==> config.mk <==
export PLATFORM = sky130hd
export DESIGN_NAME = irq_prio_ctrl
export DESIGN_NICKNAME = d
export VERILOG_FILES = /design/src/rtl/irq_pkg.sv /design/src/rtl/irq_edge_latch.sv /design/src/rtl/irq_ctrl_regs.sv /design/src/rtl/irq_prio_pick.sv /design/src/rtl/irq_prio_ctrl.sv
export SDC_FILE = /design/constraint.sdc
export NUM_CORES = 1
export LEC_CHECK = 0
export ABC_AREA = 1
export BUFFER_PORTS_ARGS = -buffer_cell sky130_fd_sc_hd__buf_2
export CORE_MARGIN = 2
export CORE_UTILIZATION = 38
export CTS_BUF_LIST = sky130_fd_sc_hd__clkbuf_16
export DETAILED_ROUTE_END_ITERATION = 6
export HOLD_SLACK_MARGIN = 0.12
export PLACE_DENSITY = 0.75
export SLEW_MARGIN = 20
export SYNTH_ARGS = -nofsm -noshare
export SYNTH_HDL_FRONTEND = slang
export SYNTH_SLANG_ARGS = --single-unit
==> constraint.sdc <==
create_clock -name clk -period 1.1 [get_ports clk]
set_input_delay 0.165 -clock clk [delete_from_list [all_inputs] [get_ports clk]]
set_output_delay 0.165 -clock clk [all_outputs]
set_load 0.01 [all_outputs]
==> src/rtl/irq_pkg.sv <==
`timescale 1ns/1ps
package irq_pkg;
  localparam int NUM_RST = 3;
  localparam int NUM_SRC = NUM_RST + 2;
  localparam int SRC_W   = 3;

  typedef enum logic [SRC_W-1:0] {
    SRC_NONE = 3'd0,
    SRC_TRAP = 3'd1,
    SRC_R75  = 3'd2,
    SRC_R65  = 3'd3,
    SRC_R55  = 3'd4,
    SRC_GEN  = 3'd5
  } irq_src_e;
endpackage

==> src/rtl/irq_edge_latch.sv <==
`timescale 1ns/1ps
module irq_edge_latch (
  input  logic clk,
  input  logic rst_n,
  input  logic din_i,
  input  logic clr_i,
  output logic lat_o
);
  logic prev_q;
  logic rise;

  assign rise = din_i & ~prev_q;

  always_ff @(posedge clk) begin
    if (!rst_n) begin
      prev_q <= 1'b0;
      lat_o  <= 1'b0;
    end else begin
      prev_q <= din_i;
      // a fresh edge is never lost to a clear in the same cycle
      lat_o  <= (lat_o & ~clr_i) | rise;
    end
  end
endmodule

==> src/rtl/irq_ctrl_regs.sv <==
`timescale 1ns/1ps
module irq_ctrl_regs #(
  parameter int NMASK = 3
) (
  input  logic             clk,
  input  logic             rst_n,
  input  logic             mask_wr_i,
  input  logic [NMASK-1:0] mask_val_i,
  input  logic             en_set_i,
  input  logic             en_clr_i,
  input  logic             accept_i,
  output logic [NMASK-1:0] mask_o,
  output logic             en_o
);
  always_ff @(posedge clk) begin
    if (!rst_n) begin
      mask_o <= '1;
      en_o   <= 1'b0;
    end else begin
      if (mask_wr_i) mask_o <= mask_val_i;
      if (accept_i || en_clr_i) en_o <= 1'b0;
      else if (en_set_i)        en_o <= 1'b1;
    end
  end
endmodule

==> src/rtl/irq_prio_pick.sv <==
`timescale 1ns/1ps
module irq_prio_pick #(
  parameter int N = 5
) (
  input  logic [N-1:0] req_i,
  output logic [N-1:0] gnt_o,
  output logic         any_o
);
  logic [N:0] taken;
  assign taken[0] = 1'b0;

  for (genvar i = 0; i < N; i++) begin : g_lvl
    assign gnt_o[i]   = req_i[i] & ~taken[i];
    assign taken[i+1] = taken[i] | req_i[i];
  end

  assign any_o = taken[N];
endmodule

==> src/rtl/irq_prio_ctrl.sv <==
`timescale 1ns/1ps
module irq_prio_ctrl
  import irq_pkg::*;
#(
  parameter int             VEC_W    = 8,
  parameter logic [VEC_W-1:0] TRAP_VEC = 8'h24,
  parameter logic [VEC_W-1:0] R75_VEC  = 8'h3C,
  parameter logic [VEC_W-1:0] R65_VEC  = 8'h34,
  parameter logic [VEC_W-1:0] R55_VEC  = 8'h2C
) (
  input  logic               clk,
  input  logic               rst_n,
  input  logic               trap_i,
  input  logic               rst75_i,
  input  logic               rst65_i,
  input  logic               rst55_i,
  input  logic               gen_req_i,
  input  logic               mask_wr_i,
  input  logic [NUM_RST-1:0] mask_val_i,
  input  logic               rst75_clr_i,
  input  logic               en_set_i,
  input  logic               en_clr_i,
  input  logic               sample_i,
  input  logic               idle_state_i,
  input  logic               pd_enter_i,
  output logic               take_o,
  output logic [SRC_W-1:0]   src_o,
  output logic [VEC_W-1:0]   vec_o,
  output logic               ext_ack_o,
  output logic               pc_hold_o,
  output logic               pwrdn_o,
  output logic [6:0]         stat_o
);
  // request slot order is the priority order, slot 0 highest
  localparam int S_TRAP = 0;
  localparam int S_R75  = 1;
  localparam int S_R65  = 2;
  localparam int S_R55  = 3;
  localparam int S_GEN  = 4;

  logic               trap_lat, r75_lat;
  logic [NUM_RST-1:0] mask;
  logic               en;
  logic [NUM_SRC-1:0] elig, gnt;
  logic               any_elig, accept;

  irq_src_e           src_d;
  logic [VEC_W-1:0]   vec_d;
  logic               ext_d;

  irq_edge_latch u_trap_lat (
    .clk   (clk),
    .rst_n (rst_n),
    .din_i (trap_i),
    .clr_i (accept & gnt[S_TRAP]),
    .lat_o (trap_lat)
  );

  irq_edge_latch u_r75_lat (
    .clk   (clk),
    .rst_n (rst_n),
    .din_i (rst75_i),
    .clr_i ((accept & gnt[S_R75]) | rst75_clr_i),
    .lat_o (r75_lat)
  );

  irq_ctrl_regs #(.NMASK(NUM_RST)) u_regs (
    .clk        (clk),
    .rst_n      (rst_n),
    .mask_wr_i  (mask_wr_i),
    .mask_val_i (mask_val_i),
    .en_set_i   (en_set_i),
    .en_clr_i   (en_clr_i),
    .accept_i   (accept),
    .mask_o     (mask),
    .en_o       (en)
  );

  assign elig[S_TRAP] = trap_i & trap_lat;
  assign elig[S_R75]  = r75_lat & ~mask[2];
  assign elig[S_R65]  = rst65_i & ~mask[1];
  assign elig[S_R55]  = rst55_i & ~mask[0];
  assign elig[S_GEN]  = gen_req_i & en;

  irq_prio_pick #(.N(NUM_SRC)) u_pick (
    .req_i (elig),
    .gnt_o (gnt),
    .any_o (any_elig)
  );

  assign accept = (sample_i | idle_state_i) & any_elig;

  always_comb begin
    src_d = SRC_NONE;
    vec_d = '0;
    ext_d = 1'b0;
    if (gnt[S_TRAP])     begin src_d = SRC_TRAP; vec_d = TRAP_VEC; end
    else if (gnt[S_R75]) begin src_d = SRC_R75;  vec_d = R75_VEC;  end
    else if (gnt[S_R65]) begin src_d = SRC_R65;  vec_d = R65_VEC;  end
    else if (gnt[S_R55]) begin src_d = SRC_R55;  vec_d = R55_VEC;  end
    else if (gnt[S_GEN]) begin src_d = SRC_GEN;  ext_d = 1'b1;     end
  end

  always_ff @(posedge clk) begin
    if (!rst_n) begin
      take_o    <= 1'b0;
      src_o     <= SRC_NONE;
      vec_o     <= '0;
      ext_ack_o <= 1'b0;
      pc_hold_o <= 1'b0;
      pwrdn_o   <= 1'b0;
    end else begin
      take_o    <= accept;
      src_o     <= accept ? src_d : SRC_NONE;
      vec_o     <= accept ? vec_d : '0;
      ext_ack_o <= accept & ext_d;
      pc_hold_o <= accept & ext_d;
      if (accept)          pwrdn_o <= 1'b0;
      else if (pd_enter_i) pwrdn_o <= 1'b1;
    end
  end

  assign stat_o = {r75_lat, rst65_i, rst55_i, en, mask};
endmodule

* Word-level counts from Yosys, hierarchy flattened *
Cells that the tools add are included.

storage, ports and cells
  bits in registers = 22
  bits of input ports = 17

cells by class
  multiplexer cells = 14
  bitwise gates (word level) = 38
  reduce and logical (&&, ||, !) cells = 6

operators with widths
  kind                 count
  2-to-1 mux 6 bit     4
  AND 1 bit            17
  inverter 1 bit       13
  bitwise OR 1 bit     8
  2-to-1 mux 1 bit     6
  2-to-1 mux 3 bit     2
  OR reduction 5 bit   1
  2-to-1 mux 2 bit     2
  OR reduction 2 bit   2
  OR reduction 3 bit   1
  AND reduction 2 bit  1
  logical OR 1 bit     1

* Logic depth before layout (Yosys ltp) *
  word-level depth = 13
  gate-level depth with buffers = 8
  depth with buffers taken out = 8

* Modules after synthesis *
Synthesis repeated with hierarchy kept, for this count alone.

second synthesis, totals
  cells, all modules = 108
  area, all modules = 778.2 um^2

by module, submodules not included
  module          times used  cells an instance  area an instance (um^2)
  irq_prio_ctrl   1           59                 436.7
  irq_edge_latch  2           9                  68.8
  irq_ctrl_regs   1           18                 136.4
  irq_prio_pick   1           13                 67.6

* Least setup slack after synthesis *
OpenSTA, ideal clock, no wires.

  path kind = register -> register
  start point = register u_regs.mask_o[2]
  end point = register vec_o[3]
  data arrival time = 903 ps
  slack = 82 ps
  cell stages (with the launch flop) = 8
  buffers on the path = 0
  period minus slack after synthesis = 1018 ps
  cell sequence = dfxtp_1 -> inv_1 -> nand2_4 -> nand2_4 -> nor2_8 -> nand3_4 -> nand4_1 -> nor2_1

on the way
  cells in the longest elaborated chain, start to end = 9
  elaborated cells between the ends (all ways) = 17
  classes of those cells = 3 x mux; 13 x bitwise; 1 x reduce/logical

ends and longest elaborated chain
  element                                                                  RTL line                                   source
  start: declaration                                                       irq_ctrl_regs.sv:12                        output logic [NMASK-1:0] mask_o,
  start signal: assignment                                                 irq_ctrl_regs.sv:20                        if (mask_wr_i) mask_o <= mask_val_i;
  inverter 1 bit (*)                                                       irq_prio_ctrl.sv:80                        assign elig[S_R75] = r75_lat & ~mask[2];
  AND 1 bit (*)                                                            irq_prio_ctrl.sv:80
  bitwise OR 1 bit (2 in a row)                                            irq_prio_pick.sv:14                        assign taken[i+1] = taken[i] | req_i[i];
  bitwise OR 1 bit or inverter 1 bit (tied branches)                       irq_prio_pick.sv:14, irq_prio_pick.sv:13
  bitwise OR 1 bit or AND 1 bit (tied branches)                            irq_prio_pick.sv:14, irq_prio_pick.sv:13
  AND 1 bit or 2-to-1 mux 6 bit (tied branches)                            irq_prio_ctrl.sv:91, irq_prio_ctrl.sv:100
  inverter 1 bit (no source line) or 2-to-1 mux 6 bit (tied branches)      -
  OR reduction 3 bit (no source line) or 2-to-1 mux 6 bit (tied branches)  -
  end signal: assignment                                                   irq_prio_ctrl.sv:115                       vec_o <= accept ? vec_d : '0;
  end: declaration                                                         irq_prio_ctrl.sv:28                        output logic [VEC_W-1:0] vec_o,

Mark *: on every way between the ends. The rest lies on a longest branch, timed or not.
A chain may end at the register's enable or synchronous reset.

* Worst setup path in the final report *
Ends and elaborated chain as after synthesis.

==> reports/metrics.sh <==
POST-ROUTE-CELL-AREA_UM2=978
DP_HPWL_MM=1.02
LARGEST_NET_DEGREE_AT_THE_START_OF_GLOBAL_ROUTING=10
ROOT_BUFFER='clkbuf_16'
CRIT_PATH_FREQUENT_CELL='nand2_4'
PATH_BUF_INV=1
GLOBAL_ROUTE_WIRE_LENGTH_BEFORE_REPAIR_MM=2.28
GRT_UTIL_OVERALL_PCT=12.8
POST_SYNTH_NUM_CELL_TYPES=21
ANTENNA_VIOLATIONS_BEFORE_REPAIR=0
CTS_H_TREE_LVLS=1
R2R-END='vec_o[3]'
STATIC-LEAKAGE-POWER_nW=0.545
WORST_SETUP_PATH_END_KIND='register'
POSTSYNTHREGISTERBITS=16
TIMING.FINAL.CRIT_PERIOD_NS=1.02
CRITICAL-PATH-SLOWEST-CELL='dfxtp_2'
SYNTH_ENABLE_FLOP_CELLS=0
TIMING.HOLD.WORST_ENDPOINT='u_regs.mask_o[1]'
RUN_STATUS='complete, no violations'
SYNTH.MOST_COMMON_CELL='dfxtp_1'
SYN_AVG_CELL_AREA_UM2=8.29
SYN_INST=90
SYNTH_COMMONEST_CELLS='dfxtp_1, inv_1, buf_4, nor2_1, nand2_1'
DRIVE_GT1_SHARE_PCT=43.8
CLKTRANSATPATHREGS_NS=0.05
POWER_FRAC_SEQ_PCT=40.8
INTPOWER_W=0.00119
SYNTH_LARGEST_AREA_CELL='dfxtp_1'
CTS_MAX_PATH_BUFFERS=2
ROUTE.VIAS.TOTAL=621
WORST_MIN_DELAY_PATH_CLASS='primary input to register'
DIE_Y_UM=48.3
DRV.MAX_CAP_VIOLATION_COUNT=0
CLOCK_LATENCY_NS=0.24
GPL.FINAL_WEIGHTED_CONGESTION=0.818
SYNTH-ASYNC-RESET-RATIO_PCT=0
YS_DOMINANT_REG_CELL='dfxtp_1'
STD_CELL_ROWS=16
SETUP_VIOL=0
CRITPATHTOPFAMILY='simple AND/OR/NAND/NOR gates'
DIE_WIDTH_UM=48.3
SYN-CELL-AREA_UM2=746
TIMING.CRITICAL_PATH.FANOUT_MAX=4
DPL_CELL_AREA_UM2=878
WORST_CLOCK_SKEW_NS=0.000929
REQUIRED_TIME_REPORTED_FOR_THE_CRITICAL_PATH_ENDPOINT_NS=1.24
FINAL_NETS=139
FINAL.SETUP.WORST_SLACK_NS=0.0829
COMBINATIONALPOWERSHARE_PCT=14.3
CLOCKPOWERSHARE_PCT=44.9
SYNTHTOPCELLSBYAREA='dfxtp_1, buf_4, inv_1'
PLACE.PORT_BUFFERS=34
CRITICAL-PATH-MAX-STAGE-DELAY_NS=0.32
IO_PINS=39
PATH_CELLS='inv_2 > nand2_4 > nand2_4 > nor2_8 > nand3_4 > nand4_1 > nor2_1'
TIMING.REG2REG.SETUP_SLACK_NS=0.08
MAX-VDD-IR-DROP_mV=1.03
DRT_FIRST_PASS_ITERS=4
NUM_ANTENNA_CELLS=0
CORE-AREA_UM2=1900
NUMBER_OF_GLOBAL_ROUTE_VIAS_BEFORE_REPAIR=540
POST_CTS_BUFFERS=0
AREA_GROWTH_SYN_TO_LAYOUT_PCT=31.2
POST_DRT_VIA_CELL_RATIO=4.20
REG2REGPATHDEPTH=7
TRITONCTS_CLOCK_TREE='yes'
HP-START='mask_val_i[1]'
POWER_DENSITY_nW_PER_UM2=1580
TOTALWIRELENGTH_MM=1.32
CTS_BUFFERS=3
NETSWITCHINGFRACTION_PCT=23.2
DRT-INITIAL-DRC-COUNT=7
CLOCK_SINK_COUNT=16
WORSTPATHARRIVAL_NS=1.15
REPORT.FINAL.HOLD_VIOL_COUNT=0
ROUTE.DETAILED.DRC=0
FMAX_MHz=983
DRV_SLEW=0
FP.DIEAREA_UM2=2330
PRECTSSETUPSLACK_NS=0.106
SHARE_OF_THE_YOSYS_CHIP_AREA_BELONGING_TO_REGISTERS_PCT=43.0
CRIT_TYPE='register to register'
POWER_SWITCHING_W=0.000360
YOSYS_WARNINGS=0
FINAL_MIN_PERIOD_OVER_CLOCK_PERIOD_PCT=92.5
GLOBALROUTE.TOTALOVERFLOW=0
INITIAL_UTILIZATION_PCT=39.2
HOLD-PATH-CELL-COUNT=3
POSTROUTEANTENNANETS=0
SYNTH_TOP_AREA_SHARE_PCT=43.0
WORST_SETUP_START_KIND='register'
WL_PER_CELL_UM=8.91
RSZ0062_AT_GRT='yes'
R2R-START='u_regs.mask_o[2]'
-- cell families (layout without fill, tap and decap cells) --
group                  Yosys count  after routing  share of synthesized area, %
AO/OA/AOI/OAI                   10             10                          7.05
buffers and inverters           25             53                          18.1
flip-flops                      16             16                          43.0
other                            1              4                         0.503
AND/OR/NAND/NOR                 38             38                          31.4
-- repair_timing --
item	CTS	global route
setup endpoints to repair	0	3
hold buffers	1	0
gates resized for setup	0	5
hold endpoints to repair	1	0
-- layout make-up --
class / count / area (um2)
inverters: 14 / 52.6
well taps: 27 / 33.8
multi-input cells: 52 / 312
clock buffers: 3 / 75.1
flip-flops and latches: 16 / 322
fillers: 190 / 923
clock inverters: 1 / 3.75
repair buffers: 35 / 180
-- power groups by stage --
stage	clock network (W)	logic (W)	registers, W
3_3_place_gp	0	0.000209	0.000640
5_1_grt	0.000739	0.000249	0.000635
2_1_floorplan	0	0.000149	0.000651
4_1_cts	0.000717	0.000217	0.000630
6_report	0.000695	0.000222	0.000631
3_5_place_dp	0	0.000213	0.000641
-- flip-flops by register name, indices dropped and copies added, names as in the netlist --
name / flops
src_o: 3
u_regs.mask_o: 3
vec_o: 2
pc_hold_o: 1
pwrdn_o: 1
take_o: 1
u_r75_lat.lat_o: 1
u_r75_lat.prev_q: 1
u_regs.en_o: 1
u_trap_lat.lat_o: 1
u_trap_lat.prev_q: 1
-- worst min-delay path, delay by kind of cell --
kind / cells / cell delay [ns]
compound gates: 2 / 0.11
buf+inv: 1 / 0.07
-- routing by layer --
layer	global-route usage (%)	share of wire (%)	routed length, um
met5	0	0	0
met4	10.0	3.3	44
met3	2.78	6.7	88
met2	20.4	51	675
met1	14.8	39	510
-- placed cells by master, fill, tap and decap left out --
| cell | synthesis | final |
|---|---|---|
| dlygate4sd3_1 | 0 | 1 |
| conb_1 | 1 | 4 |
| nand2_1 | 9 | 8 |
| or2_1 | 1 | 1 |
| o21ai_0 | 5 | 5 |
| nand2_4 | 2 | 2 |
| nor2_1 | 11 | 10 |
| nand4_1 | 1 | 1 |
| dfxtp_2 | 0 | 1 |
| inv_2 | 1 | 2 |
| clkbuf_16 | 0 | 3 |
| nor2_2 | 0 | 1 |
| nor2_4 | 1 | 1 |
| nor2_8 | 1 | 1 |
| inv_1 | 13 | 12 |
| a21oi_1 | 4 | 4 |
| dfxtp_1 | 16 | 15 |
| clkinv_1 | 0 | 1 |
| buf_2 | 0 | 34 |
| o21bai_1 | 1 | 1 |
| nand3_1 | 4 | 4 |
| nor3b_1 | 1 | 1 |
| nor3_2 | 0 | 1 |
| nand2_2 | 3 | 4 |
| or2_2 | 1 | 1 |
| nand3_4 | 2 | 2 |
-- per-stage QoR --
stage                     std cells  utilization [%]  setup TNS (ns)  power (W)  hold slack, ns
after floorplan                  93                -               0   0.000800           0.265
after global placement          143             46.2               0   0.000849           0.367
after detailed placement        143             46.2               0   0.000855           0.372
after CTS                       148             50.9               0    0.00156           0.136
after global routing            148             51.4        -0.00198    0.00162           0.161
final                           148             51.4               0    0.00155           0.139
-- worst max-delay path by stage --
stage | cells past startpoint | from | endpoint
6_report | 7 | u_regs.mask_o[2] | vec_o[3]
5_1_grt | 7 | u_trap_lat.lat_o | pwrdn_o
4_1_cts | 8 | u_regs.mask_o[2] | pwrdn_o
3_5_place_dp | 8 | u_regs.mask_o[2] | pwrdn_o
3_3_place_gp | 6 | u_regs.mask_o[1] | u_r75_lat.lat_o
2_1_floorplan | 7 | u_regs.mask_o[2] | vec_o[3]
Note: power is estimated with default switching activity, not from simulation.
